===== config.mk =====
export PLATFORM = sky130hd
export DESIGN_NAME = nib_link_master
export DESIGN_NICKNAME = d
export VERILOG_FILES = /design/src/rtl/nib_pkg.sv /design/src/rtl/nib_req_latch.sv /design/src/rtl/nib_shift_tx.sv /design/src/rtl/nib_shift_rx.sv /design/src/rtl/nib_link_master.sv
export SDC_FILE = /design/constraint.sdc
export NUM_CORES = 1
export LEC_CHECK = 0
export ABC_AREA = 1
export BUFFER_PORTS_ARGS = -buffer_cell sky130_fd_sc_hd__clkbuf_2
export CAP_MARGIN = 20
export CORE_MARGIN = 2
export CORE_UTILIZATION = 59
export CTS_CLUSTER_SIZE = 30
export DETAILED_ROUTE_END_ITERATION = 8
export PLACE_DENSITY = 0.85
export SETUP_SLACK_MARGIN = 0.05
export SLEW_MARGIN = 20
export SYNTH_ARGS = -nofsm -noshare
export SYNTH_HDL_FRONTEND = slang
export SYNTH_SLANG_ARGS = --single-unit
export TNS_END_PERCENT = 100

===== constraint.sdc =====
create_clock -name clk -period 3.3 [get_ports clk]
set_clock_uncertainty 0.15 [all_clocks]
set_input_delay 0.33 -clock clk [delete_from_list [all_inputs] [get_ports clk]]
set_output_delay 0.33 -clock clk [all_outputs]
set_load 0.01 [all_outputs]

===== src/rtl/nib_pkg.sv =====
package nib_pkg;
    localparam int NIB = 4;

    typedef enum logic [2:0] {
        S_IDLE,
        S_WXFER,
        S_WSETUP,
        S_WSTB,
        S_RADDR,
        S_RLOAD,
        S_RWAIT,
        S_DONE
    } nib_state_t;
endpackage


===== src/rtl/nib_req_latch.sv =====
module nib_req_latch (
    input  logic clk,
    input  logic rst_n,
    input  logic rd_in,
    input  logic wr_in,
    input  logic clr,
    output logic rd_pend,
    output logic wr_pend
);
    logic rd_q, wr_q;

    always_ff @(posedge clk) begin
        if (!rst_n) begin
            rd_q    <= 1'b0;
            wr_q    <= 1'b0;
            rd_pend <= 1'b0;
            wr_pend <= 1'b0;
        end else begin
            rd_q <= rd_in;
            wr_q <= wr_in;
            // a new edge wins over a clear in the same cycle
            if (rd_in && !rd_q)  rd_pend <= 1'b1;
            else if (clr)        rd_pend <= 1'b0;
            if (wr_in && !wr_q)  wr_pend <= 1'b1;
            else if (clr)        wr_pend <= 1'b0;
        end
    end
endmodule


===== src/rtl/nib_shift_tx.sv =====
module nib_shift_tx #(
    parameter int LANES = 5
) (
    input  logic                         clk,
    input  logic                         rst_n,
    input  logic                         gate,
    input  logic [LANES*nib_pkg::NIB-1:0] par,
    output logic [LANES-1:0]             ser,
    output logic                         sclk,
    output logic                         fin
);
    localparam int NB = nib_pkg::NIB;

    logic       g1, g2, act;
    logic [2:0] ph;
    logic       start;

    assign start = g1 && !g2;
    assign sclk  = act && !ph[0];

    always_ff @(posedge clk) begin
        if (!rst_n) begin
            g1  <= 1'b0;
            g2  <= 1'b0;
            act <= 1'b0;
            ph  <= '0;
            fin <= 1'b0;
        end else begin
            g1 <= gate;
            g2 <= g1;
            if (start) begin
                act <= 1'b1;
                ph  <= '0;
            end else if (act) begin
                ph <= ph + 3'd1;
                if (ph == 3'd7) act <= 1'b0;
            end
            if (!g1)                      fin <= 1'b0;
            else if (act && ph == 3'd7)   fin <= 1'b1;
        end
    end

    for (genvar l = 0; l < LANES; l++) begin : g_lane
        logic [NB-1:0] sr;
        always_ff @(posedge clk) begin
            if (!rst_n)                sr <= '0;
            else if (start)            sr <= par[l*NB +: NB];
            else if (act && !ph[0])    sr <= {sr[NB-2:0], 1'b0};
        end
        assign ser[l] = sr[NB-1];
    end
endmodule


===== src/rtl/nib_shift_rx.sv =====
module nib_shift_rx #(
    parameter int LANES = 8
) (
    input  logic                         clk,
    input  logic                         rst_n,
    input  logic                         arm,
    input  logic                         rsclk,
    input  logic [LANES-1:0]             din,
    output logic [LANES*nib_pkg::NIB-1:0] word,
    output logic                         fin
);
    localparam int NB = nib_pkg::NIB;

    logic [2:0] cnt;
    logic       take;

    assign take = arm && rsclk && !fin;

    always_ff @(posedge clk) begin
        if (!rst_n || !arm) begin
            cnt <= '0;
            fin <= 1'b0;
        end else if (take) begin
            cnt <= cnt + 3'd1;
            if (cnt == 3'd3) fin <= 1'b1;
        end
    end

    for (genvar l = 0; l < LANES; l++) begin : g_lane
        logic [NB-1:0] sr;
        always_ff @(posedge clk) begin
            if (!rst_n)     sr <= '0;
            else if (take)  sr <= {sr[NB-2:0], din[l]};
        end
        assign word[l*NB +: NB] = sr;
    end
endmodule


===== src/rtl/nib_link_master.sv =====
module nib_link_master #(
    parameter int A_LANES  = 5,
    parameter int D_LANES  = 8,
    parameter int WR_SETUP = 2
) (
    input  logic                           clk,
    input  logic                           rst_n,
    input  logic                           bus_rd,
    input  logic                           bus_wr,
    input  logic                           bus_mem,
    input  logic                           bus_permit,
    input  logic [A_LANES*nib_pkg::NIB-2:0] bus_addr,
    input  logic [D_LANES*nib_pkg::NIB-1:0] bus_wdata,
    input  logic                           run_rd,
    input  logic                           run_wr,
    input  logic [A_LANES*nib_pkg::NIB-1:0] run_addr,
    input  logic [D_LANES*nib_pkg::NIB-1:0] run_wdata,
    output logic                           bus_done,
    output logic                           run_done,
    output logic [D_LANES*nib_pkg::NIB-1:0] rdata,
    output logic [A_LANES-1:0]             lnk_addr,
    output logic                           lnk_asclk,
    output logic [D_LANES-1:0]             lnk_dout,
    output logic                           lnk_doe,
    output logic                           lnk_dsclk,
    input  logic [D_LANES-1:0]             lnk_din,
    input  logic                           lnk_rsclk,
    output logic                           lnk_rdsel,
    output logic                           lnk_wstb,
    output logic                           lnk_lstb
);
    import nib_pkg::*;

    localparam int AW  = A_LANES * NIB;
    localparam int DW  = D_LANES * NIB;
    localparam int SCW = $clog2(WR_SETUP + 1);
    localparam logic [SCW-1:0] SETUP_LAST = SCW'(WR_SETUP - 1);

    nib_state_t state, nxt;
    logic slow_en;
    logic bus_rd_p, bus_wr_p, run_rd_p, run_wr_p;
    logic run_any, bus_any, sel_rd, gnt_run, gnt_bus;
    logic cur_run;
    logic [AW-1:0] cur_addr;
    logic [DW-1:0] cur_wdata, rx_word;
    logic [SCW-1:0] setup_cnt;
    logic a_gate, d_gate, rx_arm, a_fin, d_fin, r_fin;

    // half-rate logic enable
    always_ff @(posedge clk) begin
        if (!rst_n) slow_en <= 1'b0;
        else        slow_en <= !slow_en;
    end

    nib_req_latch u_bus_req (
        .clk(clk), .rst_n(rst_n), .rd_in(bus_rd), .wr_in(bus_wr),
        .clr(gnt_bus), .rd_pend(bus_rd_p), .wr_pend(bus_wr_p)
    );
    nib_req_latch u_run_req (
        .clk(clk), .rst_n(rst_n), .rd_in(run_rd), .wr_in(run_wr),
        .clr(gnt_run), .rd_pend(run_rd_p), .wr_pend(run_wr_p)
    );

    assign run_any = run_rd_p || run_wr_p;
    assign bus_any = bus_rd_p || bus_wr_p;
    assign sel_rd  = run_any ? run_rd_p : bus_rd_p;
    assign gnt_run = (state == S_IDLE) && slow_en && run_any;
    assign gnt_bus = (state == S_IDLE) && slow_en && !run_any && bus_any && bus_permit;

    always_ff @(posedge clk) begin
        if (!rst_n) begin
            cur_run   <= 1'b0;
            cur_addr  <= '0;
            cur_wdata <= '0;
        end else if (gnt_run) begin
            cur_run   <= 1'b1;
            cur_addr  <= run_addr;
            cur_wdata <= run_wdata;
        end else if (gnt_bus) begin
            cur_run   <= 1'b0;
            cur_addr  <= {!(bus_rd_p && bus_mem), bus_addr};
            cur_wdata <= bus_wdata;
        end
    end

    // state register
    always_ff @(posedge clk) begin
        if (!rst_n)       state <= S_IDLE;
        else if (slow_en) state <= nxt;
    end

    always_ff @(posedge clk) begin
        if (!rst_n)       setup_cnt <= '0;
        else if (slow_en) setup_cnt <= (state == S_WSETUP) ? setup_cnt + 1'b1 : '0;
    end

    always_comb begin
        nxt = state;
        unique case (state)
            S_IDLE:   if (run_any || (bus_any && bus_permit))
                          nxt = sel_rd ? S_RADDR : S_WXFER;
            S_WXFER:  if (a_fin && d_fin) nxt = S_WSETUP;
            S_WSETUP: if (setup_cnt == SETUP_LAST) nxt = S_WSTB;
            S_WSTB:   nxt = S_DONE;
            S_RADDR:  if (a_fin) nxt = S_RLOAD;
            S_RLOAD:  nxt = S_RWAIT;
            S_RWAIT:  if (r_fin) nxt = S_DONE;
            S_DONE:   nxt = S_IDLE;
            default:  nxt = S_IDLE;
        endcase
    end

    // outputs
    always_comb begin
        a_gate    = 1'b0;
        d_gate    = 1'b0;
        rx_arm    = 1'b0;
        lnk_rdsel = 1'b0;
        lnk_wstb  = 1'b0;
        lnk_lstb  = 1'b0;
        lnk_doe   = 1'b1;
        unique case (state)
            S_WXFER: begin a_gate = 1'b1; d_gate = 1'b1; end
            S_WSTB:  lnk_wstb = 1'b1;
            S_RADDR: begin a_gate = 1'b1; lnk_rdsel = 1'b1; lnk_doe = 1'b0; end
            S_RLOAD: begin lnk_lstb = 1'b1; lnk_rdsel = 1'b1; lnk_doe = 1'b0; rx_arm = 1'b1; end
            S_RWAIT: begin lnk_rdsel = 1'b1; lnk_doe = 1'b0; rx_arm = 1'b1; end
            default: ;
        endcase
    end

    assign bus_done = (state == S_DONE) && slow_en && !cur_run;
    assign run_done = (state == S_DONE) && slow_en &&  cur_run;

    always_ff @(posedge clk) begin
        if (!rst_n)                        rdata <= '0;
        else if (state == S_RWAIT && r_fin) rdata <= rx_word;
    end

    nib_shift_tx #(.LANES(A_LANES)) u_atx (
        .clk(clk), .rst_n(rst_n), .gate(a_gate), .par(cur_addr),
        .ser(lnk_addr), .sclk(lnk_asclk), .fin(a_fin)
    );
    nib_shift_tx #(.LANES(D_LANES)) u_dtx (
        .clk(clk), .rst_n(rst_n), .gate(d_gate), .par(cur_wdata),
        .ser(lnk_dout), .sclk(lnk_dsclk), .fin(d_fin)
    );
    nib_shift_rx #(.LANES(D_LANES)) u_drx (
        .clk(clk), .rst_n(rst_n), .arm(rx_arm), .rsclk(lnk_rsclk),
        .din(lnk_din), .word(rx_word), .fin(r_fin)
    );
endmodule


==> run summary <==
PortBufs - 172
all-layer global routing usage - 23.76%
CP Data Arrival Time - 2.66 ns
most frequent cell after synthesis - nand2_1
Final Hold Vio Count - 0
Setup violations, final - 0
Final WS setup - 0.8084 ns
Slew Limit Headroom - 41.30%
clock-pin slew on the worst setup and hold paths - 0.06 ns
Clock Latency Late Sink - 0.47 ns
Yosys top cell by area - dfxtp_1
share of the synthesized area in the top cell type - 46.09%
layout cell share with drive strength beyond 1 - 17.99%
power per cell area - 587.0 nW/um^2
Post-synth top flop - dfxtp_1
top fanout value on the critical path - 24
initial antenna violation count - 0
number of diodes - 0
Initial Utilization - 60.29%
Required @ worst endpoint - 3.47 ns
Post-synth EDFFs - 0
Post-CTS Hold Buffers - 12
CTS Sinks - 201
DR DRC count - 0
Mapped Cells - 1231
H-Tree Depth - 1
gr ovfl total - 0
pin slew with the least headroom to its limit - 0.8792 ns
Antenna Nets Post-Route - 0
sequential element share of the synthesized area - 46.09%
nets - 1487
setup TNS - 0 ns
synth-to-layout area growth - 17.03%
Final min period - 2.492 ns
Synthesized Nets - 1358
dpl ws - 0.8990 ns
synth unique cells - 35
clock root cell - clkbuf_16
via-per-instance ratio - 5.134
post-CTS setup buffers - 0
Std-Cell Rows - 44
min-delay worst type - primary input to flip-flop
Syn Area/Cell - 7.091 sq um
final WL - 19100 um
Routability Congestion - 0.7997
DP HPWL - 12150 um
Via Count - 7994
Core Box Area - 14480 sq um
status - complete, no violations
Max Cap Viol - 0
Peak supply drop - 0.4399 mV
first-pass GRT wire length - 32560 um
cts repair resizes - 0
Top-Level Pins - 173
YS warnings - 0
fraction of registers with async set/reset - 0%
Initial DRT Pass Iterations - 5
WS Path Type - flip-flop to flip-flop
CTS tree - built
synth cell count leaders - nand2_1, dfxtp_1, a21oi_1, nor2_1, inv_1
top cells by area, synth - dfxtp_1, nand2_1, a21oi_1, nor2_1, inv_1
fin crit share - 75.50%
CP endpoint kind - flip-flop
Synth Cell Area - 8730 sq um
vias in the first global route - 7550
die span in x - 125.6 um
wire per inst - 12.27 um
Max Buffers Root-to-Sink - 3
final core utilization - 70.56%
Critical Path Source - u_atx.g1
Layout fillers - 1255
initial DRC count - 669
Pleak - 4.620 nW
die area - 15790 sq um
RR Startpoint - u_atx.g1
Hold Startpoint - bus_wdata[12]
CP Launch Type - flip-flop
largest net degree at the start of global routing - 69
die extent in y - 125.6 um
flops & latches, synth - 201
Max Fclk - 401.4 MHz
Num CTS Buffers - 20
fin. max-slew vios - 0
unrepaired setup endpoints after global routing - false
-- through the flow --
stage	power [mW]	hold slack (ns)	instances	area, sq um
6_report	5.996	0.01635	1557	10220
5_1_grt	6.298	0.02692	1557	10220
4_1_cts	6.039	0.01034	1557	10220
3_5_place_dp	3.737	0.2707	1510	9415
3_3_place_gp	3.704	0.2541	1510	9415
2_1_floorplan	3.531	0.2488	1231	8730
-- layout make-up --
cell class              instances  area (sq um)  area share, %
clock buffers                  28         591.8          5.793
clock inverters                 7         88.84         0.8696
inverters                     141         533.0          5.217
multi-input cells             802          3680          36.02
flip-flops and latches        201          4024          39.39
well taps                     184         230.2          2.254
repair buffers                194          1069          10.46
-- path summary, 6_finish.rpt --
check | endpoint | slack [ns] | depth (start not counted)
setup / recovery | u_atx.g_lane[4].sr[3] | 0.81 | 9
hold / removal | cur_wdata[12] | 0.02 | 5
setup reg to reg | u_atx.g_lane[4].sr[3] | 0.81 | 9
hold reg to reg | u_bus_req.wr_pend | 0.28 | 1
-- routing by layer --
metal	GRT usage [%]	vias up	share of wire (%)
li1	-	4126	-
met1	29.93	3619	45
met2	42.58	210	48
met3	3.271	39	5.1
met4	6.797	0	1.9
met5	0	-	0
-- state kept, by name (all words and copies together), names as in the netlist, 2 cells and up --
register         count
u_dtx.ph             3
u_atx.ph             3
rdata               32
state                3
u_atx.g_lane.sr     20
u_drx.cnt            3
u_dtx.g_lane.sr     32
setup_cnt            2
cur_wdata           32
cur_addr            20
u_drx.g_lane.sr     32
-- report_power, final --
part	switching [mW]	internal, mW	total [mW]
logic	0.652	0.342	0.994
registers	0.112	2.60	2.71
clock network	0.886	1.41	2.29
-- logic make-up after synthesis --
group                      after synthesis  share of synthesized area [%]
DFF                                    201                          46.09
buffers and inverters                  228                          11.87
xor gates and xnor gates                 1                         0.1003
and+or+nand+nor                        559                          26.56
adders and majority gates                7                          1.003
AOI/OAI and AO/OA                      235                          14.38
-- placed cells by master (no fill, tap or decap), types with 5 or more instances in the layout --
master	n
a21oi_1	148
buf_4	9
clkbuf_16	21
clkbuf_2	172
clkinv_2	5
dfxtp_1	201
dlygate4sd3_1	12
ha_1	7
inv_1	133
inv_2	6
nand2_1	303
nand3_1	90
nor2_1	139
o211ai_1	14
o21ai_0	46
o21ai_1	14
or2_2	13
-- critical path: stages, from the launching register on --
cell and delay (ns):
dfxtp_1 0.31, inv_1 0.05, nor2_1 0.03, buf_4 0.19, inv_1 0.38, nand2_1 0.33
inv_1 0.57, nor2_1 0.11, o21ai_0 0.11, a21oi_1 0.09
No activity file was read; power rests on OpenSTA's default activity.
